**src/rtl/bbsw_pkg.sv**
```systemverilog
// Package: shared types and constants of the battery switchover controller.
// Assumes: flag vector bit order is fixed by the index constants below.
package bbsw_pkg;

    // Path selection states; the two gap states hold both switches open.
    typedef enum logic [1:0] {
        PATH_MAIN        = 2'b00,
        PATH_GAP_TO_BATT = 2'b01,
        PATH_BATT        = 2'b10,
        PATH_GAP_TO_MAIN = 2'b11
    } path_state_e;

    localparam int unsigned FLAG_COUNT    = 4;
    localparam int unsigned IDX_VCC_OK    = 0;
    localparam int unsigned IDX_BATT_HI   = 1;
    localparam int unsigned IDX_VCC_HI    = 2;
    localparam int unsigned IDX_PFI_LOW   = 3;

    // Reset image of the synchronized flags: power-fail reports failure.
    localparam logic [FLAG_COUNT-1:0] FLAG_RESET_IMAGE = 4'b1000;

endpackage

```
**src/rtl/bbsw_sync.sv**
```systemverilog
// Module: multi-bit, multi-stage flop synchronizer for independent level flags.
// Assumes: each bit is a slow level signal, so bits need no mutual coherence.
module bbsw_sync #(
    parameter int unsigned          WIDTH     = 4,
    parameter int unsigned          STAGES    = 2,
    parameter logic [WIDTH-1:0]     RESET_VAL = '0
) (
    input  logic             clk,
    input  logic             rst_n,
    input  logic [WIDTH-1:0] async_i,
    output logic [WIDTH-1:0] sync_o
);

    logic [WIDTH-1:0] stage_q [STAGES];

    for (genvar s = 0; s < STAGES; s++) begin : g_stage
        if (s == 0) begin : g_first
            // Capture the raw asynchronous flags.
            always_ff @(posedge clk) begin
                if (!rst_n) stage_q[s] <= RESET_VAL;
                else        stage_q[s] <= async_i;
            end
        end else begin : g_next
            // Shift the flags one stage further toward the clock domain.
            always_ff @(posedge clk) begin
                if (!rst_n) stage_q[s] <= RESET_VAL;
                else        stage_q[s] <= stage_q[s-1];
            end
        end
    end

    assign sync_o = stage_q[STAGES-1];

endmodule

```
**src/rtl/bbsw_path_fsm.sv**
```systemverilog
// Module: source selection state machine with break-before-make changeover.
// Assumes: inputs are already synchronized; the supply-good flag dominates.
module bbsw_path_fsm
    import bbsw_pkg::*;
(
    input  logic clk,
    input  logic rst_n,
    input  logic vcc_ok,
    input  logic batt_hi,
    input  logic vcc_hi,
    output logic sw_main_en,
    output logic sw_batt_en,
    output logic backup_mode
);

    path_state_e state_q, state_d;

    // Next path: enter battery only on a low supply with battery ahead.
    always_comb begin
        state_d = state_q;
        unique case (state_q)
            PATH_MAIN:        if (!vcc_ok && batt_hi) state_d = PATH_GAP_TO_BATT;
            PATH_GAP_TO_BATT: state_d = vcc_ok ? PATH_MAIN : PATH_BATT;
            PATH_BATT:        if (vcc_ok || vcc_hi) state_d = PATH_GAP_TO_MAIN;
            PATH_GAP_TO_MAIN: state_d = PATH_MAIN;
            default:          state_d = PATH_MAIN;
        endcase
    end

    // State register, main path after reset.
    always_ff @(posedge clk) begin
        if (!rst_n) state_q <= PATH_MAIN;
        else        state_q <= state_d;
    end

    // Decode switch enables straight from the state register.
    always_comb begin
        sw_main_en  = (state_q == PATH_MAIN);
        sw_batt_en  = (state_q == PATH_BATT);
        backup_mode = (state_q == PATH_BATT);
    end

    // the two switches never conduct together.
    p_never_both_r7: assert property (@(posedge clk) disable iff (!rst_n)
        !(sw_main_en && sw_batt_en));

    // the battery switch closes only after a cycle with both open.
    p_batt_after_gap_r7: assert property (@(posedge clk) disable iff (!rst_n)
        $rose(sw_batt_en) |-> $past(!sw_main_en && !sw_batt_en));

    // the main switch closes only after the battery switch was open.
    p_main_after_gap_r7: assert property (@(posedge clk) disable iff (!rst_n)
        $rose(sw_main_en) |-> $past(!sw_batt_en));

    // supply-good in backup always ends the battery path next cycle.
    p_vcc_ok_leaves_batt_r6: assert property (@(posedge clk) disable iff (!rst_n)
        (sw_batt_en && vcc_ok) |=> !sw_batt_en);

    // without the battery ahead the main path holds.
    p_main_holds_r3: assert property (@(posedge clk) disable iff (!rst_n)
        (sw_main_en && !batt_hi) |=> sw_main_en);

endmodule

```
**src/rtl/bbsw_gate.sv**
```systemverilog
// Module: backup-mode gating of power-fail, reset and watchdog-enable outputs.
// Assumes: backup_mode comes from a register; pfi_low is synchronized.
module bbsw_gate (
    input  logic backup_mode,
    input  logic pfi_low,
    input  logic rst_req,
    output logic pfo,
    output logic rst_out_n,
    output logic rst_out,
    output logic wdog_en
);

    // Force the supervisory outputs to their backup values when on battery.
    always_comb begin
        pfo       = !backup_mode && !pfi_low;
        rst_out   = backup_mode || rst_req;
        rst_out_n = !rst_out;
        wdog_en   = !backup_mode;
    end

endmodule

```
**src/rtl/bbsw_ctrl.sv**
```systemverilog
// Module: top of the battery switchover controller.
// Assumes: comparator flags are asynchronous levels; rst_req_i is already
// in the clk domain. Synchronizer depth is set by SYNC_STAGES.
module bbsw_ctrl
    import bbsw_pkg::*;
#(
    parameter int unsigned SYNC_STAGES = 2
) (
    input  logic clk,
    input  logic rst_n,
    input  logic vcc_ok_i,
    input  logic batt_above_vcc_i,
    input  logic vcc_above_batt_i,
    input  logic pfi_low_i,
    input  logic rst_req_i,
    output logic sw_main_en_o,
    output logic sw_batt_en_o,
    output logic backup_mode_o,
    output logic pfo_o,
    output logic rst_out_n_o,
    output logic rst_out_o,
    output logic wdog_en_o
);

    logic [FLAG_COUNT-1:0] flags_async;
    logic [FLAG_COUNT-1:0] flags_sync;

    // Bundle the raw comparator flags in package bit order.
    always_comb begin
        flags_async              = '0;
        flags_async[IDX_VCC_OK]  = vcc_ok_i;
        flags_async[IDX_BATT_HI] = batt_above_vcc_i;
        flags_async[IDX_VCC_HI]  = vcc_above_batt_i;
        flags_async[IDX_PFI_LOW] = pfi_low_i;
    end

    bbsw_sync #(
        .WIDTH     (FLAG_COUNT),
        .STAGES    (SYNC_STAGES),
        .RESET_VAL (FLAG_RESET_IMAGE)
    ) sync_i (
        .clk     (clk),
        .rst_n   (rst_n),
        .async_i (flags_async),
        .sync_o  (flags_sync)
    );

    bbsw_path_fsm fsm_i (
        .clk         (clk),
        .rst_n       (rst_n),
        .vcc_ok      (flags_sync[IDX_VCC_OK]),
        .batt_hi     (flags_sync[IDX_BATT_HI]),
        .vcc_hi      (flags_sync[IDX_VCC_HI]),
        .sw_main_en  (sw_main_en_o),
        .sw_batt_en  (sw_batt_en_o),
        .backup_mode (backup_mode_o)
    );

    bbsw_gate gate_i (
        .backup_mode (backup_mode_o),
        .pfi_low     (flags_sync[IDX_PFI_LOW]),
        .rst_req     (rst_req_i),
        .pfo         (pfo_o),
        .rst_out_n   (rst_out_n_o),
        .rst_out     (rst_out_o),
        .wdog_en     (wdog_en_o)
    );

    // backup mode never shows a passing power-fail output.
    p_pfo_low_in_backup_r8: assert property (@(posedge clk) disable iff (!rst_n)
        backup_mode_o |-> !pfo_o);

    // backup mode holds both resets asserted and the watchdog off.
    p_reset_in_backup_r10: assert property (@(posedge clk) disable iff (!rst_n)
        backup_mode_o |-> (!rst_out_n_o && rst_out_o && !wdog_en_o));

    // a stable supply-good at the switch stage keeps the battery open.
    p_vcc_ok_no_batt_r2: assert property (@(posedge clk) disable iff (!rst_n)
        (flags_sync[IDX_VCC_OK] && !sw_batt_en_o) |=> !sw_batt_en_o);

endmodule

```
**config.mk**
```make
export PLATFORM = sky130hd
export DESIGN_NAME = bbsw_ctrl
export DESIGN_NICKNAME = d
export VERILOG_FILES = /design/src/rtl/bbsw_pkg.sv /design/src/rtl/bbsw_sync.sv /design/src/rtl/bbsw_path_fsm.sv /design/src/rtl/bbsw_gate.sv /design/src/rtl/bbsw_ctrl.sv
export SDC_FILE = /design/constraint.sdc
export NUM_CORES = 1
export LEC_CHECK = 0
export BUFFER_PORTS_ARGS = -buffer_cell sky130_fd_sc_hd__buf_2
export CELL_PAD_IN_SITES_DETAIL_PLACEMENT = 1
export CELL_PAD_IN_SITES_GLOBAL_PLACEMENT = 1
export CORE_AREA = 2 2 39 41
export CTS_BUF_LIST = sky130_fd_sc_hd__clkbuf_4 sky130_fd_sc_hd__clkbuf_8 sky130_fd_sc_hd__clkbuf_16
export DETAILED_ROUTE_END_ITERATION = 8
export DIE_AREA = 0 0 41 43
export GPL_TIMING_DRIVEN = 0
export PLACE_DENSITY = 0.55
export SYNTH_ARGS = -nofsm -noshare
export SYNTH_HDL_FRONTEND = slang
export SYNTH_SLANG_ARGS = --single-unit
```
**constraint.sdc**
```tcl
create_clock -name clk -period 1 [get_ports clk]
set_input_delay 0.1 -clock clk [delete_from_list [all_inputs] [get_ports clk]]
set_output_delay 0.1 -clock clk [all_outputs]
set_load 0.01 [all_outputs]
```
## Word level (Yosys, flattened, before mapping)

Memories as Yosys holds them, arrays and structs flattened.
Index checks and enable logic that the tools add are counted.

- Bits in registers: 2
- Bits in latches: 0
- Memory bits (writable): 8
- Memory bits (read-only): 0
- Logic and storage cells: 27
- Memories: 1

- Add/sub/neg operators: 0
- $mul: 0
- Div/mod/pow operators: 0
- $lt $le $gt $ge: 0
- Equality and inequality tests: 5
- Shift-type cells: 0
- Muxes and demuxes: 8
- Bitwise operators: 2
- Reductions and logical operators: 10

Memory list:

| memory | words | width | read ports | clocked after Yosys merged registers in | write ports | line | RTL |
|---|---|---|---|---|---|---|---|
| sync_i.stage_q | 2 | 4 | 2 | 0 | 2 | bbsw_sync.sv:14 | `logic [WIDTH-1:0] stage_q [STAGES];` |

Operators with widths:

| kind | count |
|---|---|
| $mux W4 | 2 |
| $pmux W2 S4 | 1 |
| $mux W2 | 3 |
| $eq A2 B2 Y1 const B | 2 |
| $logic_not A1 Y1 | 4 |
| $eq A2 B1 Y1 const B | 1 |
| $logic_and A1 B1 Y1 | 2 |
| $logic_not A2 Y1 | 1 |
| $logic_or A1 B1 Y1 | 2 |
| $mux W1 | 2 |
| $ne A2 B1 Y1 const B | 1 |
| $ne A2 B2 Y1 const B | 1 |
| $or A1 B1 Y1 | 2 |
| $reduce_and A2 Y1 | 1 |

## Longest topological paths before layout

Gate-level depths: netlist of run 1.

- Depth after elaboration: 4
- Gate-level depth with buffers: 2
- Gate-level depth less buffers: 2

## Cells and area by module

Synthesis of run 1 repeated with hierarchy kept, for this count alone.

- Cells, all modules: 31
- Area total of the unflattened synthesis: 325.3 µm²

By module, submodules not included:

| module | times used | cells an instance | area an instance (µm²) |
|---|---|---|---|
| bbsw_sync | 1 | 16 | 210.2 |
| bbsw_path_fsm | 1 | 11 | 97.6 |
| bbsw_gate | 1 | 4 | 17.5 |

## Worst setup path before layout of run 1

Ideal clock, no wire load.

- Kind: reg2out
- Start: reg with a tool-made name
- End: out rst_out_o
- Arrival time: 0.820 ns
- Data required time: 0.900 ns
- Setup slack: 0.080 ns
- Cell stages (with the launch flop): 3
- Path buffers: 0
- Cell sequence: dfxtp_1 > nor2b_2 > or2_2

RTL lines:

| what | line | RTL |
|---|---|---|
| to (decl) | bbsw_ctrl.sv:21 | `output logic rst_out_o,` |

==> results of run 1 <==
[cell type report]
| cell class | instances | area [um^2] | share of cell area (%) |
|---|---|---|---|
| Sequential cell | 10 | 202.7 | 41.01 |
| Multi-Input combinational cell | 19 | 135.1 | 27.34 |
| Timing Repair Buffer | 15 | 102.6 | 20.76 |
| Clock buffer | 3 | 22.52 | 4.557 |
| Tap cell | 16 | 20.02 | 4.051 |
| Buffer | 1 | 7.507 | 1.519 |
| Inverter | 1 | 3.754 | 0.7595 |
[cells in the final DEF (no fill, tap or decap)]
cell type	n
a21oi_2	1
and2_1	6
buf_2	10
buf_4	2
buf_6	4
clkbuf_4	3
dfxtp_1	8
dfxtp_2	2
inv_2	1
nand2b_1	3
nor2_1	2
nor2_4	1
nor2b_4	1
nor3b_1	1
o21a_1	1
o21ai_0	1
or2_4	1
or3b_1	1
[metrics by stage]
stage / setup WS [ns] / TNS [ns]
2_1_floorplan: 0.08006 / 0
3_3_place_gp: -0.006584 / -0.006584
3_5_place_dp: -0.03476 / -0.06091
4_1_cts: -0.1752 / -0.8837
5_1_grt: -0.1977 / -1.054
6_report: -0.1606 / -0.7636
[power breakdown]
group / leakage [uW] / switching (uW) / internal, uW
Clock: 0.0000138 / 122 / 138
Combinational: 0.000125 / 35.9 / 51.9
Sequential: 0.0000834 / 5.96 / 417
Total: 0.000222 / 163 / 607
[registers in the layout, indices dropped and copies added, names as in the netlist, named ones only]
signal	count
fsm_i.state_q	1
sync_i.stage_q	8
[cell families (layout without fill, tap and decap cells)]
group	Yosys count	in the layout
simple gates	16	16
buf+inv	2	20
flops	10	10
compound gates	3	3
[worst max path at each step]
stage,to,slack [ns],cells after the start
4_1_cts,wdog_en_o,-0.18,4
3_3_place_gp,rst_out_o,-0.007,3
5_1_grt,rst_out_n_o,-0.20,4
2_1_floorplan,rst_out_o,0.08,2
3_5_place_dp,rst_out_o,-0.03,3
6_report,rst_out_n_o,-0.16,4
[synthesized netlist by cell type]
library cell | number | area share, %
a21oi_1 | 1 | 1.5
and2_1 | 6 | 11
buf_4 | 1 | 2.3
dfxtp_1 | 10 | 61
inv_1 | 1 | 1.1
nand2b_1 | 3 | 5.7
nor2_1 | 3 | 3.4
nor2b_2 | 1 | 2.7
nor3b_1 | 1 | 2.3
o21a_1 | 1 | 2.3
o21ai_0 | 1 | 1.5
or2_2 | 1 | 1.9
or3b_1 | 1 | 2.7
[worst max-delay path: cells and delay by family (launching register included)]
family        cells  cell delay, ns
flops             1            0.33
simple gates      2            0.24
buf+inv           2            0.24
[timing repair]
item,in CTS,in global routing
pin swaps,1,4
gates resized for setup,7,5
endpoints found under the hold margin,0,0
buffers inserted,2,0
setup endpoints to repair,6,8
[metal layers]
| layer | track usage [%] | wire (um) | part of all wire, % | up-vias |
|---|---|---|---|---|
| li1 | - | - | - | 133 |
| met1 | 6.840 | 227 | 38 | 122 |
| met2 | 13.13 | 330 | 55 | 8 |
| met3 | 3.141 | 47 | 7.8 | 0 |
| met4 | 8.000 | 0 | 0 | 0 |
| met5 | 0 | 0 | 0 | - |
==> impl_table.tex, run 1 <==
\begin{tabular}{lr}
\hline
Metric & Value \\
\hline
\multicolumn{2}{l}{\textbf{Run status}} \\
\quad Status & finished, violations left \\
\quad Violated checks & negative setup slack \\
\multicolumn{2}{l}{\textbf{Timing}} \\
\quad RSZ-0062 raised after global routing & true \\
\quad Post-route fraction of the period consumed by the critical path & 116.1\% \\
\quad Final critical-path setup slack & -0.1606 ns \\
\quad Slew of the pin with the lowest slew margin & 0.2005 ns \\
\quad Worst clock skew & 0.0003005 ns \\
\quad Pins Over Slew Limit & 0 \\
\quad Final setup violation count & 8 \\
\quad Relative slew margins & 86.49\% \\
\quad Final-report hold violation count & 0 \\
\quad Final critical delay including setup and external delays & 1.161 ns \\
\quad Final-layout worst hold slack & 0.01867 ns \\
\quad Max Clock Freq & 861.6 MHz \\
\multicolumn{2}{l}{\textbf{Floorplanning}} \\
\quad Number of top-level pins & 14 \\
\quad Width of the die & 41 um \\
\quad Starting utilization of the core area & 23.69\% \\
\quad Core region area & 0.001384 mm\^{}2 \\
\quad Die footprint & 0.001763 mm\^{}2 \\
\quad Cell row count & 14 \\
\quad Vertical die dimension & 43 um \\
\multicolumn{2}{l}{\textbf{Layout}} \\
\quad Total of fill cells in the finished design & 163 \\
\quad Final antenna diode count & 0 \\
\quad Layout-stage area growth over the synthesis result & 50.76\% \\
\quad Final core area utilization & 35.71\% \\
\quad Non-Filler Cell Area, Final & 494.2 um\^{}2 \\
\quad Number of nets in the layout & 58 \\
\quad Post-route non-filler standard cell count & 65 \\
\quad Share of layout cells above drive strength 1 & 53.06\% \\
\multicolumn{2}{l}{\textbf{Hold path}} \\
\quad Classification of the worst-slack hold path & primary input to flop \\
\quad Destination of the worst hold path & sync\_i.stage\_q[0][3] \\
\quad Cell depth of the worst min-delay path & 2 \\
\quad Worst Hold Launch & pfi\_low\_i \\
\multicolumn{2}{l}{\textbf{Setup path}} \\
\quad Capturing element type of the critical path & output pin \\
\quad Ordered list of cells on the worst path & nor2b\_4 > buf\_6 > nor2\_4 > buf\_6 \\
\quad Reg2reg path depth & 3 \\
\quad Slowest stage cell, crit path & dfxtp\_2 \\
\quad Reg-to-reg critical path endpoint & fsm\_i.state\_q[0] \\
\quad Worst Setup Start Kind & flop \\
\quad Critical Path AT & 1.06 ns \\
\quad Req. time, crit path & 0.90 ns \\
\quad Maximum single-stage delay on the critical path & 0.33 ns \\
\quad Flop-to-flop setup slack & -0.02 ns \\
\quad Most repeated library cell on the critical path & buf\_6 \\
\quad Crit path kind & flop to output pin \\
\quad Crit Path Max Fanout & 6 \\
\multicolumn{2}{l}{\textbf{Yosys}} \\
\quad Parity-gate share of the synthesized area counting xor and xnor cells & 0\% \\
\quad Distinct cells, synth & 13 \\
\quad Post-Synthesis Mean Instance Area & 10.57 um\^{}2 \\
\quad Portion of the post-synthesis area used by sequential elements & 61.07\% \\
\quad Post-synthesis share of cell area spent on full adders, half adders and majority gates & 0\% \\
\quad Mux contribution to synthesized area & 0\% \\
\quad Complex-gate fraction of the synthesized area & 5.344\% \\
\quad Combinational family with the most area after synthesis & simple AND/OR/NAND/NOR gates \\
\quad Synthesized flop and latch total & 10 \\
\quad Synth Warn \# & 0 \\
\quad Netlist area before placement & 327.8 um\^{}2 \\
\quad Fraction of the mapped netlist area in simple logic gates & 30.15\% \\
\quad Number of cells produced by synthesis & 31 \\
\quad Net Count, Synth & 38 \\
\multicolumn{2}{l}{\textbf{Route}} \\
\quad Post-route DRC violation count & 0 \\
\quad Remaining antenna violation count & 0 \\
\quad Average routed wire per standard cell & 9.292 um \\
\quad DRC violation total after the first TritonRoute iteration & 1 \\
\quad First-pass DRT Iterations & 2 \\
\quad Average vias per placed instance & 4.046 \\
\quad Vias after detailed routing & 263 \\
\quad Wirelength, routed & 604 um \\
\multicolumn{2}{l}{\textbf{Power and ir drop}} \\
\quad Leakage component of the power & 0.0002219 uW \\
\quad Overall power consumption & 770.3 uW \\
\quad Worst ir drop on vdd & 0.6182 mV \\
\quad Power density over the cells & 1559 mW/mm\^{}2 \\
\multicolumn{2}{l}{\textbf{CTS}} \\
\quad Number of H-tree levels & 1 \\
\quad Number of buffers inserted for hold repair after clock tree synthesis & 0 \\
\quad Sink count of the clock tree & 10 \\
\quad Insertion delay to the later sink of the worst-skew pair & 0.26 ns \\
\quad Deepest clock path buffer count & 2 \\
\quad Clock tree from TritonCTS & yes \\
\quad Root buffer cell & clkbuf\_4 \\
\quad CTS Buf Count & 3 \\
\quad Clock slew seen by the registers of the worst setup and hold paths & 0.06 ns \\
\multicolumn{2}{l}{\textbf{Placement}} \\
\quad Placer Congestion & 0.6325 \\
\quad Post-placement cell area & 412.9 um\^{}2 \\
\quad Inst Count DP & 60 \\
\quad Port Buffers & 13 \\
\multicolumn{2}{l}{\textbf{Job}} \\
\quad Max-capacitance violation count & 0 \\
\multicolumn{2}{l}{\textbf{Global route}} \\
\quad Gr ovfl total & 0 \\
\quad Initial antenna violation count & 0 \\
\quad Number of global-route vias before repair & 266 \\
\quad Maximum number of pins on one net before global-route repair & 11 \\
\quad Wire length of the first global-routing pass & 917 um \\
\quad All-Layer GR Usage & 8.165\% \\
\hline
\end{tabular}
(Power assumes the default switching activity.)
==> inputs of run 2 (changes only) <==
- HOLD_SLACK_MARGIN: default -> 0.02
- SKIP_LAST_GASP: default -> 1
==> run 2 against run 1 <==
Net effect:
- sequential cell count stayed put
- first-iteration DRC count unchanged
- setup slack barely moved
- power grew 0.38%
- the run still ends with negative setup slack left
- maximum frequency about the same
- combinational power grew 3.3%
- hold slack gained 0.027 ns
- routed wire length is the same
- sequential share of layout area fell by 0.81 points
==> impl_table.tex, run 2 (synthesis gave the netlist of run 1 again) <==
\begin{tabular}{lr}
\hline
Metric & Value \\
\hline
\multicolumn{2}{l}{\textbf{Run status}} \\
\quad Status & finished, violations left \\
\quad Violated checks & negative setup slack \\
\multicolumn{2}{l}{\textbf{Timing}} \\
\quad Post-route fraction of the period consumed by the critical path & 116.1\% \\
\quad Total negative slack for setup checks & -0.7637 ns \\
\quad Pins Over Slew Limit & 0 \\
\quad Worst clock skew & 0.0003005 ns \\
\quad Relative slew margins & 86.49\% \\
\quad Final-report hold violation count & 0 \\
\quad Final-layout worst hold slack & 0.04611 ns \\
\quad Slew of the pin with the lowest slew margin & 0.2005 ns \\
\quad Final critical delay including setup and external delays & 1.161 ns \\
\quad RSZ-0062 raised after global routing & true \\
\quad Final critical-path setup slack & -0.1606 ns \\
\quad Final setup violation count & 8 \\
\quad Max Clock Freq & 861.6 MHz \\
\multicolumn{2}{l}{\textbf{Floorplanning}} \\
\quad Vertical die dimension & 43 um \\
\quad Core region area & 0.001384 mm\^{}2 \\
\quad Number of top-level pins & 14 \\
\quad Width of the die & 41 um \\
\quad Starting utilization of the core area & 23.69\% \\
\quad Cell row count & 14 \\
\quad Die footprint & 0.001763 mm\^{}2 \\
\multicolumn{2}{l}{\textbf{Global route}} \\
\quad Initial antenna violation count & 0 \\
\quad Number of global-route vias before repair & 273 \\
\quad Wire length of the first global-routing pass & 966 um \\
\quad All-Layer GR Usage & 8.569\% \\
\quad Maximum number of pins on one net before global-route repair & 11 \\
\quad Gr ovfl total & 0 \\
\multicolumn{2}{l}{\textbf{Layout}} \\
\quad Commonest cells after routing, fill and taps aside & buf\_2, dfxtp\_1, and2\_1 \\
\quad Leading registers by flop count & sync\_i.stage\_q (8), fsm\_i.state\_q (1) \\
\quad Final antenna diode count & 0 \\
\quad Number of flip-flops in the largest register & 8 \\
\quad Layout-stage area growth over the synthesis result & 53.82\% \\
\quad Number of nets in the layout & 59 \\
\quad Top register by number of flip-flops & sync\_i.stage\_q \\
\quad Most common cell after layout, fill and taps aside & buf\_2 \\
\quad Non-Filler Cell Area, Final & 504.2 um\^{}2 \\
\quad Final core area utilization & 36.44\% \\
\quad Share of layout cells above drive strength 1 & 52.00\% \\
\quad Total of fill cells in the finished design & 162 \\
\multicolumn{2}{l}{\textbf{Setup path}} \\
\quad Capturing element type of the critical path & output pin \\
\quad Cell family with the largest share of critical-path delay & flip-flops \\
\quad Crit Path Max Fanout & 6 \\
\quad Req. time, crit path & 0.90 ns \\
\quad Reg-to-reg critical path endpoint & fsm\_i.state\_q[0] \\
\quad Most repeated library cell on the critical path & buf\_6 \\
\quad Worst path buffer plus inverter count & 2 \\
\quad Flop-to-flop setup slack & -0.02 ns \\
\quad Slowest stage cell, crit path & dfxtp\_2 \\
\quad Critical Path AT & 1.06 ns \\
\quad Crit path kind & flop to output pin \\
\quad Worst Setup Start Kind & flop \\
\quad Maximum single-stage delay on the critical path & 0.33 ns \\
\quad Cell count along the critical path & 4 \\
\quad Reg2reg path depth & 3 \\
\quad Ordered list of cells on the worst path & nor2b\_4 > buf\_6 > nor2\_4 > buf\_6 \\
\multicolumn{2}{l}{\textbf{Power and ir drop}} \\
\quad Sequential power share & 54.7\% \\
\quad Net switching component of the power & 163.9 uW \\
\quad Fraction of power consumed by the clock network & 33.6\% \\
\quad Internal power summed over all cells & 609.4 uW \\
\quad Switching fraction of total power & 21.20\% \\
\quad Worst ir drop on vdd & 0.6182 mV \\
\quad Combinational power share & 11.7\% \\
\quad Overall power consumption & 773.3 uW \\
\quad Power density over the cells & 1534 mW/mm\^{}2 \\
\quad Leakage component of the power & 0.0002260 uW \\
\multicolumn{2}{l}{\textbf{Route}} \\
\quad Total length of routed met3 wires & 45 um \\
\quad Top metal layer carrying routed signals & met3 \\
\quad DRC violation total after the first TritonRoute iteration & 1 \\
\quad WL met2 & 333 um \\
\quad Remaining antenna violation count & 0 \\
\quad Vias after detailed routing & 269 \\
\quad Average vias per placed instance & 4.076 \\
\quad Wirelength, routed & 604 um \\
\quad Routed length on met1 & 225 um \\
\quad Post-route DRC violation count & 0 \\
\quad First-pass DRT Iterations & 2 \\
\quad Average routed wire per standard cell & 9.152 um \\
\multicolumn{2}{l}{\textbf{Hold path}} \\
\quad Classification of the worst-slack hold path & primary input to flop \\
\quad Worst Hold Launch & vcc\_ok\_i \\
\quad Destination of the worst hold path & sync\_i.stage\_q[0][0] \\
\quad Cell depth of the worst min-delay path & 2 \\
\multicolumn{2}{l}{\textbf{CTS}} \\
\quad CTS Buf Count & 3 \\
\quad Root buffer cell & clkbuf\_4 \\
\quad Clock tree from TritonCTS & yes \\
\quad Clock slew seen by the registers of the worst setup and hold paths & 0.06 ns \\
\quad Sink count of the clock tree & 10 \\
\quad Insertion delay to the later sink of the worst-skew pair & 0.26 ns \\
\quad Deepest clock path buffer count & 2 \\
\quad Number of H-tree levels & 1 \\
\multicolumn{2}{l}{\textbf{Placement}} \\
\quad Port Buffers & 13 \\
\quad Post-placement cell area & 412.9 um\^{}2 \\
\quad Placer Congestion & 0.6325 \\
\multicolumn{2}{l}{\textbf{Job}} \\
\quad Max-capacitance violation count & 0 \\
\hline
\end{tabular}
==> run 2: power by group through the flow <==
stage          Combinational (uW)  Clock, uW  Sequential, uW
3_3_place_gp                 61.9          0             431
5_1_grt                      99.2        290             424
6_report                     90.7        260             423
2_1_floorplan                33.6          0             430
4_1_cts                      80.9        270             423
3_5_place_dp                 64.9          0             432
==> run 2: area by class of cell <==
type                       instances  area, um^2  share of cell area, %
sequential                        10       202.7                  40.20
multi-input combinational         19       135.1                  26.80
timing repair buffer              16       112.6                  22.33
clock buffer                       3       22.52                  4.466
tap                               16       20.02                  3.970
buffer                             1       7.507                  1.489
inverter                           1       3.754                 0.7444
==> run 2: what timing repair did <==
item / in CTS / in global routing
endpoints found under the setup margin: 6 / 8
pin swaps: 1 / 4
endpoints found under the hold margin: 1 / 0
hold buffers: 1 / 0
resized for setup: 6 / 6
setup buffers: 2 / 0
==> run 2: metal layers <==
layer  vias to the layer above  GRT usage (%)
met2                         8          14.06
met4                         0          8.000
li1                        135              -
met3                         0          3.141
met5                         -              0
met1                       126          7.166
==> run 2: worst max path at each step <==
stage | from | end | slack, ns
floorplan | flop | rst_out_o | 0.08
global placement | flop | rst_out_o | -0.007
detailed placement | flop | rst_out_o | -0.03
CTS | flop | wdog_en_o | -0.18
global route | flop | rst_out_n_o | -0.20
finish | flop | rst_out_n_o | -0.16
==> run 2: worst register-to-register path: stages (launching register included) <==
cell and delay [ns]:
dfxtp_2 0.32, buf_4 0.13, or3b_1 0.36, a21oi_2 0.14
==> run 2: through the flow <==
step / worst slack [ns] / instances
3_3_place_gp: -0.006584 / 60
3_5_place_dp: -0.03476 / 60
5_1_grt: -0.1977 / 66
6_report: -0.1606 / 66
2_1_floorplan: 0.08006 / 31
4_1_cts: -0.1752 / 66
==> inputs of run 3 (changes only) <==
- CELL_PAD_IN_SITES_DETAIL_PLACEMENT: 1 -> default
- CELL_PAD_IN_SITES_GLOBAL_PLACEMENT: 1 -> default
- PLACE_DENSITY: 0.55 -> 0.43
==> run 3 against run 2 <==
Net effect:
- the run still ends with negative setup slack left
- non-clock buffer count fell by 2
- largest power group unchanged
- critical path depth fell by 1
- maximum frequency rose by 1.6%
- count of clock-buffer cells in the layout did not move
- final area fell by 7.7%
- first-iteration DRC count rose by 100%
- core utilization fell by 2.8 points
- largest cell class unchanged
- combinational power fell by 17%
==> impl_table.tex, run 3 (synthesis gave the netlist of run 1 again) <==
\begin{tabular}{lr}
\hline
Metric & Value \\
\hline
\multicolumn{2}{l}{\textbf{Placement}} \\
\quad Placer Congestion & 0.6325 \\
\quad Placement-stage worst setup slack & -0.01267 ns \\
\quad DP HPWL & 364.2 um \\
\quad Post-placement cell area & 412.9 um\^{}2 \\
\quad Port Buffers & 13 \\
\multicolumn{2}{l}{\textbf{Power and ir drop}} \\
\quad Power density over the cells & 1614 mW/mm\^{}2 \\
\quad Worst ir drop on vdd & 0.4941 mV \\
\quad Leakage component of the power & 0.0002114 uW \\
\multicolumn{2}{l}{\textbf{CTS}} \\
\quad Sink count of the clock tree & 10 \\
\quad Clock slew seen by the registers of the worst setup and hold paths & 0.06 ns \\
\quad Number of H-tree levels & 1 \\
\quad Clock tree from TritonCTS & yes \\
\quad Root buffer cell & clkbuf\_4 \\
\quad CTS Buf Count & 3 \\
\quad Insertion delay to the later sink of the worst-skew pair & 0.25 ns \\
\quad Deepest clock path buffer count & 2 \\
\multicolumn{2}{l}{\textbf{Run status}} \\
\quad Status & finished, violations left \\
\quad Violated checks & negative setup slack \\
\multicolumn{2}{l}{\textbf{Timing}} \\
\quad Final-report hold violation count & 0 \\
\quad Relative slew margins & 87.22\% \\
\quad Final critical-path setup slack & -0.1418 ns \\
\quad Post-route fraction of the period consumed by the critical path & 114.2\% \\
\quad RSZ-0062 raised after global routing & true \\
\quad Final setup violation count & 7 \\
\quad Slew of the pin with the lowest slew margin & 0.1897 ns \\
\quad Pins Over Slew Limit & 0 \\
\quad Final critical delay including setup and external delays & 1.142 ns \\
\quad Max Clock Freq & 875.8 MHz \\
\quad Worst clock skew & 0.0006031 ns \\
\multicolumn{2}{l}{\textbf{Route}} \\
\quad Average vias per placed instance & 3.875 \\
\quad Post-route DRC violation count & 0 \\
\quad DRC violation total after the first TritonRoute iteration & 2 \\
\quad Wirelength, routed & 493 um \\
\quad Vias after detailed routing & 248 \\
\quad Average routed wire per standard cell & 7.703 um \\
\quad Remaining antenna violation count & 0 \\
\quad First-pass DRT Iterations & 4 \\
\multicolumn{2}{l}{\textbf{Setup path}} \\
\quad Reg-to-reg critical path endpoint & fsm\_i.state\_q[0] \\
\quad Worst Setup Start Kind & flop \\
\quad Reg2reg path depth & 3 \\
\quad Flop-to-flop setup slack & -0.01 ns \\
\quad Crit path kind & flop to output pin \\
\quad Critical Path AT & 1.04 ns \\
\quad Req. time, crit path & 0.90 ns \\
\quad Capturing element type of the critical path & output pin \\
\quad Worst setup path endpoint & rst\_out\_o \\
\quad Crit Path Max Fanout & 7 \\
\multicolumn{2}{l}{\textbf{Floorplanning}} \\
\quad Cell row count & 14 \\
\quad Core region area & 0.001384 mm\^{}2 \\
\quad Width of the die & 41 um \\
\quad Vertical die dimension & 43 um \\
\quad Number of top-level pins & 14 \\
\quad Starting utilization of the core area & 23.69\% \\
\quad Die footprint & 0.001763 mm\^{}2 \\
\multicolumn{2}{l}{\textbf{Hold path}} \\
\quad Classification of the worst-slack hold path & primary input to flop \\
\multicolumn{2}{l}{\textbf{Layout}} \\
\quad Non-Filler Cell Area, Final & 465.4 um\^{}2 \\
\quad Number of nets in the layout & 57 \\
\quad Top register by number of flip-flops & sync\_i.stage\_q \\
\quad Commonest cells after routing, fill and taps aside & buf\_2, dfxtp\_1, and2\_1 \\
\quad Final antenna diode count & 0 \\
\quad Final core area utilization & 33.63\% \\
\quad Most common cell after layout, fill and taps aside & buf\_2 \\
\quad Number of flip-flops in the largest register & 8 \\
\quad Share of layout cells above drive strength 1 & 50.00\% \\
\quad Layout-stage area growth over the synthesis result & 41.98\% \\
\quad Leading registers by flop count & sync\_i.stage\_q (8), fsm\_i.state\_q (1) \\
\multicolumn{2}{l}{\textbf{Job}} \\
\quad Max-capacitance violation count & 0 \\
\multicolumn{2}{l}{\textbf{Global route}} \\
\quad All-Layer GR Usage & 7.770\% \\
\quad Wire length of the first global-routing pass & 800 um \\
\quad Gr ovfl total & 0 \\
\quad Initial antenna violation count & 0 \\
\quad Maximum number of pins on one net before global-route repair & 11 \\
\quad Number of global-route vias before repair & 210 \\
\hline
\end{tabular}
[run 3: through the flow]
step	TNS, ns	power (uW)	hold WS, ns	instances
floorplan	0	463.1	0.1730	31
global placement	-0.004422	492.6	0.2823	60
detailed placement	-0.01267	494.9	0.2907	60
CTS	-0.5359	763.2	0.02142	64
global route	-0.9689	802.0	0.02714	64
finish	-0.4328	751.2	0.02977	64
[run 3: layer usage]
layer	GRT usage (%)	share of wire (%)	vias up
met1	6.536	41	108
met5	0	0	-
met3	4.712	8.1	2
met4	10.00	0.81	0
met2	10.31	49	8
li1	-	-	130
[run 3: timing repair]
item,CTS,global route
setup endpoints to repair,6,8
cloned,0,0
pin swaps,1,5
gates resized for setup,5,2
hold buffers,0,0
setup buffers,1,0
[run 3: worst min-delay path by stage]
stage	startpoint	endpoint	slack [ns]	depth (start not counted)
floorplan	rst_n	sync_i.stage_q[0][3]	0.17	1
global placement	pfi_low_i	sync_i.stage_q[0][3]	0.28	2
detailed placement	pfi_low_i	sync_i.stage_q[0][3]	0.29	2
CTS	pfi_low_i	sync_i.stage_q[0][3]	0.02	2
global route	pfi_low_i	sync_i.stage_q[0][3]	0.03	2
finish	pfi_low_i	sync_i.stage_q[0][3]	0.03	2
[run 3: where the power goes]
group          switching (uW)  internal, uW
logic                    31.1          44.1
registers                5.52           417
clock network             116           138
total                     153           599
[run 3: cell type report]
type / instances / area (um^2)
Fill cell: 147 / 918.4
Sequential cell: 10 / 202.7
Multi-Input combinational cell: 19 / 130.1
Timing Repair Buffer: 14 / 78.83
Clock buffer: 3 / 22.52
Tap cell: 16 / 20.02
Buffer: 1 / 7.507
Inverter: 1 / 3.754
[run 3: critical path: stages, from the launching register on]
cell and delay [ns]:
dfxtp_2 0.32, nor2b_4 0.13, or2_4 0.22, buf_6 0.12
